===== src/rtl/colseq_pkg.sv =====
package colseq_pkg;

  // Strobes from the control to the datapath, valid in the current cycle.
  typedef struct packed {
    logic load;        // capture the new start column as beat 0
    logic step;        // advance to the column of beatNext
    logic clear;       // burst ends: drive the column to zero
    logic interleave;  // ordering of the running burst
  } seqStrobes_t;

  // Length codes; any code with bit 2 set selects full page.
  localparam logic [2:0] LEN_1 = 3'b000;
  localparam logic [2:0] LEN_2 = 3'b001;
  localparam logic [2:0] LEN_4 = 3'b010;
  localparam logic [2:0] LEN_8 = 3'b011;

endpackage


===== src/rtl/burst_seq_ctrl.sv =====
module burst_seq_ctrl
  import colseq_pkg::*;
#(
  parameter int COL_W = 9
) (
  input  logic             clk,
  input  logic             rstN,
  input  logic             start,
  input  logic             stop,
  input  logic [2:0]       lenCode,
  input  logic             interleaveIn,
  output seqStrobes_t      strobes,
  output logic [COL_W-1:0] beatNext,
  output logic [COL_W-1:0] blMask,
  output logic             colValid,
  output logic             lastBeat,
  output logic             cfgErr
);

  localparam logic [COL_W-1:0] ALL_ONES = {COL_W{1'b1}};
  localparam logic [COL_W-1:0] ONE      = COL_W'(1);

  logic             activeQ;
  logic             pageQ;
  logic             ilvQ;
  logic             errQ;
  logic [COL_W-1:0] beatQ;
  logic [COL_W-1:0] maskQ;

  logic             reqPage;
  logic [COL_W-1:0] reqMask;
  logic             lastNow;
  logic             endNow;

  // Decode of the requested length into a low-bit mask.
  always_comb begin
    reqPage = lenCode[2];
    reqMask = reqPage ? ALL_ONES : ((ONE << lenCode[1:0]) - ONE);
  end

  always_comb begin
    lastNow            = activeQ && !pageQ && (beatQ == maskQ);
    endNow             = activeQ && !start && (stop || lastNow);
    strobes.load       = start;
    strobes.step       = activeQ && !start && !endNow;
    strobes.clear      = endNow;
    strobes.interleave = ilvQ;
    beatNext           = start ? '0 : beatQ + ONE;
    blMask             = maskQ;
  end

  always_ff @(posedge clk) begin
    if (!rstN) begin
      activeQ <= 1'b0;
      pageQ   <= 1'b0;
      ilvQ    <= 1'b0;
      errQ    <= 1'b0;
      beatQ   <= '0;
      maskQ   <= '0;
    end else if (start) begin
      activeQ <= 1'b1;
      beatQ   <= '0;
      pageQ   <= reqPage;
      maskQ   <= reqMask;
      ilvQ    <= interleaveIn && !reqPage;
      errQ    <= interleaveIn && reqPage;
    end else if (endNow) begin
      activeQ <= 1'b0;
      beatQ   <= '0;
    end else if (activeQ) begin
      beatQ   <= beatNext;
    end
  end

  assign colValid = activeQ;
  assign lastBeat = lastNow;
  assign cfgErr   = errQ;

  // the final-beat flag only appears on a presented beat
  p_last_valid_r7: assert property (@(posedge clk) disable iff (!rstN)
    lastBeat |-> colValid);

  // a full-page burst never flags a final beat
  p_page_nolast_r6: assert property (@(posedge clk) disable iff (!rstN)
    pageQ |-> !lastBeat);

  // the burst ends right after its final beat unless restarted
  p_end_after_last_r3: assert property (@(posedge clk) disable iff (!rstN)
    lastBeat && !start |=> !colValid);

  // a stop on a running burst ends it on the next cycle
  p_stop_ends_r8: assert property (@(posedge clk) disable iff (!rstN)
    colValid && stop && !start |=> !colValid);

  // a start always yields a presented beat next cycle
  p_restart_r9: assert property (@(posedge clk) disable iff (!rstN)
    start |=> colValid && !$past(stop && !start));

  // the error flag only accompanies a full-page burst
  p_err_page_r10: assert property (@(posedge clk) disable iff (!rstN)
    cfgErr |-> pageQ);

endmodule


===== src/rtl/burst_seq_dp.sv =====
module burst_seq_dp
  import colseq_pkg::*;
#(
  parameter int COL_W = 9
) (
  input  logic             clk,
  input  logic             rstN,
  input  seqStrobes_t      strobes,
  input  logic [COL_W-1:0] startCol,
  input  logic [COL_W-1:0] beatNext,
  input  logic [COL_W-1:0] blMask,
  output logic [COL_W-1:0] colOut
);

  logic [COL_W-1:0] startQ;
  logic [COL_W-1:0] colQ;
  logic [COL_W-1:0] seqSum;
  logic [COL_W-1:0] nextCol;

  // Low bits of the sum equal (start + beat) modulo the burst length.
  assign seqSum = startQ + beatNext;

  // Per bit: bits under the mask follow the chosen ordering, the rest hold.
  for (genvar b = 0; b < COL_W; b++) begin : g_colBit
    always_comb begin
      if (!blMask[b])
        nextCol[b] = startQ[b];
      else if (strobes.interleave)
        nextCol[b] = startQ[b] ^ beatNext[b];
      else
        nextCol[b] = seqSum[b];
    end
  end

  always_ff @(posedge clk) begin
    if (!rstN) begin
      startQ <= '0;
      colQ   <= '0;
    end else if (strobes.load) begin
      startQ <= startCol;
      colQ   <= startCol;
    end else if (strobes.clear) begin
      colQ   <= '0;
    end else if (strobes.step) begin
      colQ   <= nextCol;
    end
  end

  assign colOut = colQ;

  // a load presents the start column on the next cycle
  p_load_col_r2: assert property (@(posedge clk) disable iff (!rstN)
    strobes.load |=> colOut == $past(startCol));

  // stepping never disturbs the bits above the burst block
  p_upper_hold_r4: assert property (@(posedge clk) disable iff (!rstN)
    strobes.step |=> (colOut & ~$past(blMask)) == ($past(startQ) & ~$past(blMask)));

  // an ending burst leaves a zero column
  p_clear_zero_r11: assert property (@(posedge clk) disable iff (!rstN)
    strobes.clear |=> colOut == '0);

endmodule


===== src/rtl/sdram_col_seq.sv =====
module sdram_col_seq
  import colseq_pkg::*;
#(
  parameter int COL_W = 9
) (
  input  logic             clk,
  input  logic             rstN,
  input  logic             start,
  input  logic             stop,
  input  logic [COL_W-1:0] startCol,
  input  logic [2:0]       lenCode,
  input  logic             interleaveIn,
  output logic [COL_W-1:0] colOut,
  output logic             colValid,
  output logic             lastBeat,
  output logic             cfgErr
);

  seqStrobes_t      strobes;
  logic [COL_W-1:0] beatNext;
  logic [COL_W-1:0] blMask;

  burst_seq_ctrl #(.COL_W(COL_W)) u_ctrl (
    .clk          (clk),
    .rstN         (rstN),
    .start        (start),
    .stop         (stop),
    .lenCode      (lenCode),
    .interleaveIn (interleaveIn),
    .strobes      (strobes),
    .beatNext     (beatNext),
    .blMask       (blMask),
    .colValid     (colValid),
    .lastBeat     (lastBeat),
    .cfgErr       (cfgErr)
  );

  burst_seq_dp #(.COL_W(COL_W)) u_dp (
    .clk      (clk),
    .rstN     (rstN),
    .strobes  (strobes),
    .startCol (startCol),
    .beatNext (beatNext),
    .blMask   (blMask),
    .colOut   (colOut)
  );

  // no column is shown outside a burst
  p_idle_zero_r11: assert property (@(posedge clk) disable iff (!rstN)
    !colValid |-> colOut == '0);

endmodule


===== config.mk =====
export PLATFORM = sky130hd
export DESIGN_NAME = sdram_col_seq
export DESIGN_NICKNAME = d
export VERILOG_FILES = /design/src/rtl/colseq_pkg.sv /design/src/rtl/burst_seq_ctrl.sv /design/src/rtl/burst_seq_dp.sv /design/src/rtl/sdram_col_seq.sv
export SDC_FILE = /design/constraint.sdc
export NUM_CORES = 1
export LEC_CHECK = 0
export CAP_MARGIN = 0
export CORE_MARGIN = 2
export CORE_UTILIZATION = 59
export CTS_CLUSTER_DIAMETER = 150
export DETAILED_ROUTE_END_ITERATION = 8
export PLACE_DENSITY = 0.84
export REMOVE_ABC_BUFFERS = 1
export SLEW_MARGIN = 25
export SYNTH_ARGS = -nofsm -noshare
export SYNTH_HDL_FRONTEND = slang
export SYNTH_SLANG_ARGS = --single-unit

===== constraint.sdc =====
create_clock -name clk -period 7.9 [get_ports clk]
set_input_delay 2.37 -clock clk [delete_from_list [all_inputs] [get_ports clk]]
set_output_delay 2.37 -clock clk [all_outputs]
set_load 0.1 [all_outputs]

==> impl_summary.txt <==
----------------------------------------------------
[Synth]
  Number of synthesized flops with an enable pin ... 0
  Cell area after synthesis ... between 0.002 and 0.0025 mm2
  Area contributors post-synth ... sky130_fd_sc_hd__dfxtp_1, sky130_fd_sc_hd__mux2i_1, sky130_fd_sc_hd__ha_1, sky130_fd_sc_hd__nor2_1, sky130_fd_sc_hd__xnor2_1
  Most used DFF post-synth ... sky130_fd_sc_hd__dfxtp_1
  Top-count cell post-synth ... sky130_fd_sc_hd__dfxtp_1
  Share of the yosys chip area belonging to registers ... between 30 and 40%
  List of most frequent post-synthesis cells ... sky130_fd_sc_hd__dfxtp_1, sky130_fd_sc_hd__nor2_1, sky130_fd_sc_hd__a21oi_1
  Synth cell types ... 48
  Count of yosys warnings during synthesis ... 0
  Cell accounting for the most synthesized area ... sky130_fd_sc_hd__dfxtp_1
  Proportion of register bits with asynchronous set or reset after synthesis ... 0%
  Number of synthesized register bits ... 37
  Mean post-synth cell area ... ~8.5 um2
  Syn Inst Count ... between 200 and 300
  Fraction of synthesized cell area taken by the top area cell type ... roughly a third

[Final layout]
  Growth of design area from synthesis to finish ... 19.12%
  Final non-filler cell area ... around 0.0026 mm2
  Layout fillers ... slightly below 300
  Final layout net count ... 307
  Antenna cell count ... 0
  Share of final-layout standard cells stronger than drive strength 1 ... slightly above 6%

[Clock tree]
  Number of buffers on the longest clock path ... 2
  Clock Tree Root ... sky130_fd_sc_hd__clkbuf_8
  Post-cts hold buffer count ... 0
  Number of levels the H-tree was split into ... 2
  Postcts setup bufs ... 0
  CTS buffer count ... 5
  CTS tree ... yes
  Clock latency reported for the late side of the worst-skew pair ... around 0.3 ns
  Clock sink count ... 37
  Resized cells post-CTS ... 0
  Clock-pin transition on the worst setup and hold timing paths ... 0.07 ns

[Outcome]
  Status ... complete, no violations

[STA]
  Number of max-slew violations in the final report ... 0
  Slew @ Worst Pin ... roughly 0.96 ns
  Maximum frequency from static timing analysis ... between 150 and 200 MHz
  RSZ-0062 raised after global routing ... false
  Final setup violation count ... 0
  Worst setup skew after layout ... between 0.002 and 0.003 ns
  Final cycle utilization of the critical path ... between 60% and 70%
  Worst slew margin relative to its limit ... between 30% and 40%
  Final hold violation count ... 0
  Sum Neg Setup Slack ... 0 ns
  Shortest clock period the worst path allows after layout ... approximately 5.1 ns

[Setup path]
  Crit path DAT ... about 2.7 ns
  Biggest fanout along the worst timing path ... 12
  Max stage delay on crit path ... around 1.1 ns
  Worst path slowest cell ... sky130_fd_sc_hd__clkdlybuf4s50_1
  Cell type group with the largest total delay on the critical path ... buffers and inverters
  Number of buffers and inverters on the critical path ... 1
  Required time of the critical path ... 5.53 ns
  Endpoint kind of the worst setup timing path ... output port
  Nature of the critical path startpoint ... flop
  Worst setup path class ... flop to output port
  Cell chain of the critical path ... nor3b_1 -> o211ai_1 -> nor2_1 -> clkdlybuf4s50_1

[Floorplanning]
  Starting density of the core ... about 60%
  Die Area ... ~0.0042 mm2
  Overall die height ... 64.59 um
  Core area ... ~0.0036 mm2
  Count of pins on the block boundary ... 29
  Die width ... 64.59 um
  Site row count ... 22

[Routing]
  Vias post-DR ... approximately 1.9k
  Number of remaining DRC errors ... 0
  Mean routed wirelength per cell ... about 15 um
  Avg Vias per Cell ... around 5.8
  Total wire length after detailed routing ... about 4800 um
  First-pass iteration count of the detailed router ... 4
  Initial drt markers ... between 100 and 150
  Final ANT Viol Nets ... 0

[Global routing]
  Global-route wire length before repair ... a little under 8000 um
  Pin count of the biggest net entering global routing ... between 40 and 50
  Remaining global-route overflow ... 0
  Tot GR Track Use ... between 20% and 30%
  Number of global-route vias before repair ... around 1.7k
  Initial antenna violation count ... 0

[Placement]
  Routability congestion estimate from global placement ... approximately 0.85
  Total placed instance area ... around 0.0025 mm2
  Number of buffers added on ports ... 28
  Post-DP HPWL ... 3387 um

[Power]
  Power Density ... 179.7 mW/mm2
  Leakage power total ... roughly 0.97 nW
  Largest voltage drop on the vdd net ... between 100 and 150 uV
  Pwr Total ... 0.4635 mW

[Min path]
  Class of the worst hold path ... flop to flop

[Job]
  Max cap viols ... 0

----------------------------------------------------
[area by class of cell]
type / instances / area, um2 / share of cell area, %
clock buffer: 7 / 86.33 / 3.346
inverter: 10 / 37.54 / 1.455
sequential: 37 / 740.7 / 28.71
clock inverter: 1 / 30.03 / 1.164
multi-input combinational: 196 / 1338 / 51.84
timing repair buffer: 29 / 287.8 / 11.15
tap: 48 / 60.06 / 2.328
[worst reg2reg max path, delay by kind of cell, from the launching register on]
family	cells	cell delay, ns
and+or+nand+nor	3	0.78
AOI/OAI and AO/OA	4	0.79
muxes	1	0.37
DFF	1	0.53
adders and majority gates	1	0.33
[report_power, final]
part | internal [mW] | switching (mW) | leakage (nW) | total (mW)
clock network | 0.103 | 0.0677 | 0.0585 | 0.171
logic | 0.0320 | 0.0548 | 0.611 | 0.0868
registers | 0.196 | 0.0105 | 0.304 | 0.206
total | 0.331 | 0.133 | 0.974 | 0.464
[per-layer routing]
layer	share of wire, %	global-route usage [%]	up-vias
li1	-	-	954
met5	0	0	-
met2	48	39.97	43
met3	4.0	4.167	9
met4	2.0	10.37	0
met1	46	31.81	883
[logic make-up after synthesis]
family                   synth area share (%)
flip-flops                              34.20
AND/OR/NAND/NOR                         20.45
buffers and inverters                   4.044
AO/OA/AOI/OAI                           19.93
adder cells (fa/ha/maj)                 6.701
multiplexers                            8.203
XOR/XNOR                                6.470
[cell usage in the layout (no fill, tap or decap), types with 3 or more instances in the layout]
master	n
sky130_fd_sc_hd__nor2_1	31
sky130_fd_sc_hd__xor2_1	4
sky130_fd_sc_hd__clkbuf_8	6
sky130_fd_sc_hd__clkdlybuf4s50_1	28
sky130_fd_sc_hd__nand4_1	3
sky130_fd_sc_hd__inv_1	8
sky130_fd_sc_hd__ha_1	10
sky130_fd_sc_hd__nand2_1	13
sky130_fd_sc_hd__o211ai_1	3
sky130_fd_sc_hd__nor2b_1	13
sky130_fd_sc_hd__nor3_1	3
sky130_fd_sc_hd__nand3_1	5
sky130_fd_sc_hd__a32oi_1	3
sky130_fd_sc_hd__o21ai_0	19
sky130_fd_sc_hd__mux2i_1	14
sky130_fd_sc_hd__dfxtp_1	37
sky130_fd_sc_hd__a221oi_1	4
sky130_fd_sc_hd__a22o_1	5
sky130_fd_sc_hd__a21oi_1	20
sky130_fd_sc_hd__xnor2_1	12
sky130_fd_sc_hd__nand3b_1	4
[registers in the layout (all words and copies together) (netlist names)]
| name | flops |
|---|---|
| u_dp.colOut | 9 |
| u_ctrl.cfgErr | 1 |
| u_dp.startQ | 9 |
| u_ctrl.colValid | 1 |
| u_ctrl.beatQ | 9 |
| u_ctrl.ilvQ | 1 |
| u_ctrl.blMask | 7 |
[metrics by stage]
step	utilization [%]	setup slack [ns]	hold slack [ns]	instances
after floorplan	-	2.635	0.4625	243
after global placement	68.32	2.734	0.4844	320
after detailed placement	68.32	2.674	0.4729	320
after CTS	71.55	2.802	0.4903	328
after global routing	71.55	2.680	0.5271	328
final	71.55	2.813	0.4873	328
[final timing paths]
path / endpoint / cells past startpoint / slack [ns] / from
worst max-delay path: lastBeat / 4 / 2.81 / u_ctrl.colValid
worst min-delay path: u_ctrl.cfgErr / 2 / 0.49 / u_ctrl.cfgErr
worst max register to register: u_dp.colOut[8] / 9 / 5.04 / u_ctrl.beatQ[2]
worst min register to register: u_ctrl.cfgErr / 2 / 0.49 / u_ctrl.cfgErr
No activity file was read; power rests on OpenSTA's default activity.
